**src/rtl/wide_rx_residue.sv**
```systemverilog
module wide_rx_residue #(
  parameter int CNT_W = 16
) (
  input  logic             clk,
  input  logic             rst_n,
  input  logic             cmd_valid,
  output logic             cmd_ready,
  input  logic             cmd_chained,
  input  logic [CNT_W-1:0] cmd_count,
  input  logic             bus_valid,
  output logic             bus_ready,
  input  logic [15:0]      bus_data,
  output logic             mem_valid,
  input  logic             mem_ready,
  output logic [7:0]       mem_data,
  output logic             done,
  output logic             residue_flag
);
  localparam logic [CNT_W-1:0] ONE = CNT_W'(1);

  typedef enum logic [2:0] {S_IDLE, S_RES, S_FETCH, S_LO, S_HI} st_t;

  st_t              st;
  logic [CNT_W-1:0] rem;
  logic [15:0]      wbuf;
  logic [7:0]       res_q;
  logic             res_v;
  logic             chn;
  logic             done_q;

  assign cmd_ready    = (st == S_IDLE);
  assign bus_ready    = (st == S_FETCH);
  assign mem_valid    = (st == S_RES) || (st == S_LO) || (st == S_HI);
  assign mem_data     = (st == S_RES) ? res_q : (st == S_HI) ? wbuf[15:8] : wbuf[7:0];
  assign done         = done_q;
  assign residue_flag = res_v;

  wire mem_hs = mem_valid && mem_ready;
  wire last   = (rem == ONE);

  always_ff @(posedge clk) begin
    if (!rst_n) begin
      st     <= S_IDLE;
      rem    <= '0;
      wbuf   <= '0;
      res_q  <= '0;
      res_v  <= 1'b0;
      chn    <= 1'b0;
      done_q <= 1'b0;
    end else begin
      done_q <= 1'b0;
      case (st)
        S_IDLE: if (cmd_valid) begin
          chn <= cmd_chained;
          rem <= cmd_count;
          if (cmd_count == '0) begin
            done_q <= 1'b1;
          end else if (cmd_chained && res_v) begin
            st <= S_RES;
          end else begin
            if (!cmd_chained) res_v <= 1'b0;
            st <= S_FETCH;
          end
        end
        S_RES: if (mem_hs) begin
          res_v <= 1'b0;
          rem   <= rem - ONE;
          if (last) begin
            st     <= S_IDLE;
            done_q <= 1'b1;
          end else begin
            st <= S_FETCH;
          end
        end
        S_FETCH: if (bus_valid) begin
          wbuf <= bus_data;
          st   <= S_LO;
        end
        S_LO: if (mem_hs) begin
          rem <= rem - ONE;
          if (last) begin
            st     <= S_IDLE;
            done_q <= 1'b1;
            if (chn) begin
              res_q <= wbuf[15:8];
              res_v <= 1'b1;
            end
          end else begin
            st <= S_HI;
          end
        end
        S_HI: if (mem_hs) begin
          rem <= rem - ONE;
          if (last) begin
            st     <= S_IDLE;
            done_q <= 1'b1;
          end else begin
            st <= S_FETCH;
          end
        end
        default: st <= S_IDLE;
      endcase
    end
  end
endmodule

```
**config.mk**
```make
export PLATFORM = sky130hd
export DESIGN_NAME = wide_rx_residue
export DESIGN_NICKNAME = d
export VERILOG_FILES = /design/src/rtl/wide_rx_residue.sv
export SDC_FILE = /design/constraint.sdc
export NUM_CORES = 1
export LEC_CHECK = 0
export CAP_MARGIN = 0
export CORE_MARGIN = 4
export CORE_UTILIZATION = 55
export DETAILED_ROUTE_END_ITERATION = 8
export MAX_ROUTING_LAYER = met4
export PLACE_DENSITY = 0.85
export SLEW_MARGIN = 10
export SYNTH_ARGS = -nofsm -noshare
export SYNTH_HDL_FRONTEND = slang
export SYNTH_SLANG_ARGS = --single-unit
```
**constraint.sdc**
```tcl
create_clock -name clk -period 2.91 [get_ports clk]
set_clock_uncertainty 0.05 [all_clocks]
set_input_delay 0.4365 -clock clk [delete_from_list [all_inputs] [get_ports clk]]
set_output_delay 0.4365 -clock clk [all_outputs]
set_load 0.1 [all_outputs]
```
==> impl_metrics.yaml <==
critical_path:
  cp-start-kind: "flop"
  rr_worst_depth: 5
  r2r_slack_ns: 0.55
  required_ns: 2.42
  critPathArrivalTime_ns: 2.27
  crit_path_end_kind: "output port"
  crit_type: "reg -> out"
  path_max_fanout: 12
  r2r_start: "st[0]"
  rr_endpoint: "res_q[2]"
sta:
  setup_tns_ns: 0
  maxSlewViolCount: 0
  rsz0062_at_grt: "no"
  maxSlewHeadroom_pct: 46.3
  timing.fmax_mhz: 363
  setup_viol: 0
  hold_violations: 0
  post-route-period-util_pct: 94.7
  worst_slew_pin_slew_ns: 0.800
  min_period_ns: 2.76
die:
  ioPinCount: 51
  row_count: 24
  core_um2: 4410
  die_h_um: 75.8
  die_area_um2: 5740
  die_x_um: 75.8
  start_util_pct: 57.3
finish:
  antenna_cells: 0
  areaGrowthSynthToFinish_pct: 30.4
  final_cells: 417
  final_cell_mix: "nand2_1, dfxtp_1, clkdlybuf4s50_1"
  final_cell_area_um2: 3300
  final_common_cell: "nand2_1"
  drive_above_1_share_pct: 14.0
  fill_cells: 342
  layout.nets: 404
clocking:
  cts_resized: 0
  postCtsSetupRepairBufs: 0
  cts_tree: "done"
  clock_latency_ns: 0.31
  clockRootBuffer: "clkbuf_8"
  cts_sinks: 46
  numCtsBuffers: 5
  cts.clk_slew.worst_paths_ns: 0.09
  hold_buffers: 0
  clockBufferDepth: 2
  htree_levels: 2
place:
  placed_area_um2: 3210
  portBuffers: 50
  dp.cells: 409
  gp_congestion: 0.890
  dpl.hpwl_um: 4630
detailed_routing:
  drt_iter0_drc: 236
  ant_nets: 0
  wl_per_cell_um: 15.8
  via_count: 2552
  firstDrtPassIters: 5
  viasPerCell: 6.12
  wl_um: 6610
  drc_errors: 0
power:
  p_int_mw: 1.03
  clkPwrFrac_pct: 25.5
  vdd_drop_max_mv: 0.434
  power_switching_share_pct: 35.4
  power_frac_comb_pct: 30.0
  power.leakage_nw: 1.19
  p_switching_uw: 563
  pwr-share-seq_pct: 44.5
  power_per_cell_area_nw_per_um2: 482
global_route:
  grt_max_degree: 51
  track_usage_pct: 25.2
  antenna_found_initial: 0
  overflow: 0
  grt_first_pass_wirelength_um: 10800
  grt_pass1_vias: 2328
status:
  outcome: "finished, final reports clean"
yosys:
  syn_avg_cell_area_um2: 7.90
  ys_types: 46
  synth_area_um2: 2530
  syn-num-nets: 360
  yosys_warnings: 0
  seq_area_frac_synth_pct: 36.4
  synth-seq-cells: 46
  syn_inst: 320
hold_path:
  min_to: "wbuf[4]"
  hold_depth: 2
  hold_path_startpoint: "wbuf[4]"
  hold_path_class: "reg -> reg"
flow_run:
  maxCapViolCount: 0
cell usage after synthesis (all sizes together):
library cell / n / area [um^2]
nor2b: 11 / 68.8
nor4b: 1 / 8.76
o211a: 1 / 10.0
o221a: 1 / 11.3
dfxtp: 46 / 921
or4: 2 / 22.5
o211ai: 5 / 37.5
and2: 1 / 6.26
nor3: 9 / 56.3
a2111oi: 1 / 27.5
a21o: 2 / 15.0
ha: 2 / 25.0
nand3b: 3 / 35.0
o41ai: 2 / 17.5
a21oi: 15 / 75.1
nand3: 6 / 30.0
a31oi: 1 / 6.26
or3b: 1 / 8.76
inv: 6 / 22.5
nand2: 66 / 250
mux2i: 9 / 90.1
clkbuf: 17 / 63.8
a41o: 2 / 20.0
a22o: 2 / 17.5
buf: 4 / 20.0
o31a: 1 / 8.76
mux2: 1 / 11.3
a2bb2oi: 1 / 8.76
a32o: 3 / 30.0
nor3b: 2 / 15.0
a22oi: 13 / 97.6
and3: 3 / 18.8
nand4: 3 / 18.8
o22ai: 4 / 25.0
o2bb2ai: 1 / 8.76
nor4: 8 / 65.1
o21ai: 29 / 145
a21boi: 19 / 143
nand2b: 2 / 12.5
nor2: 14 / 52.6
metal layers:
layer  GRT usage, %  share of wire, %
met5              -                 0
met4           9.13               1.7
met3           3.69               6.3
met2           38.6                48
met1           33.6                44
per-stage QoR:
step                      hold slack [ns]  setup slack (ns)  power, mW  util [%]
after floorplan                     0.385            0.0574       1.03         -
after global placement              0.392             0.447       1.18      72.6
after detailed placement            0.396             0.433       1.19      72.6
after CTS                           0.409             0.170       1.59      74.7
after global routing                0.425          0.000592       1.66      74.7
final                               0.409             0.153       1.59      74.7
cell type report:
| type | count | area, um^2 | area share [%] |
|---|---|---|---|
| clock inverters | 3 | 21.3 | 0.645 |
| flip-flops and latches | 46 | 921 | 27.9 |
| repair buffers | 58 | 653 | 19.8 |
| clock buffers | 5 | 68.8 | 2.09 |
| multi-input cells | 247 | 1540 | 46.8 |
| inverters | 6 | 22.5 | 0.683 |
| well taps | 52 | 65.1 | 1.97 |
flip-flops by register name, indices dropped and copies added (netlist names):
register      flops
st                3
res_q             8
residue_flag      1
done              1
chn               1
rem              16
wbuf             16
worst max-delay path by stage:
stage,start,to,slack [ns]
6_report,st[0],mem_data[1],0.15
3_5_place_dp,mem_ready,rem[8],0.43
4_1_cts,st[0],mem_data[5],0.17
3_3_place_gp,mem_ready,rem[15],0.45
2_1_floorplan,st[1],wbuf[3],0.06
5_1_grt,st[0],mem_data[3],0.0006
power by group through the flow:
stage	registers, mW	logic, mW	clock network (mW)
detailed placement	0.719	0.469	0
floorplan	0.706	0.319	0
global route	0.711	0.517	0.427
global placement	0.718	0.464	0
finish	0.707	0.477	0.405
CTS	0.705	0.474	0.409
cell families after synthesis:
group	Yosys count	share of synthesized area [%]
adders and majority gates	2	0.990
muxes	10	4.01
buffers and inverters	27	4.21
AOI/OAI and AO/OA	103	27.9
DFF	46	36.4
and+or+nand+nor	132	26.5
worst max-delay path, stage by stage (launching register included):
cell	delay, ns
dfxtp_1	0.57
nor2b_1	0.09
buf_4	0.19
o21ai_1	0.64
nand2_1	0.15
o21ai_2	0.12
buf_12	0.19
Power figures use the tool's default switching activity.
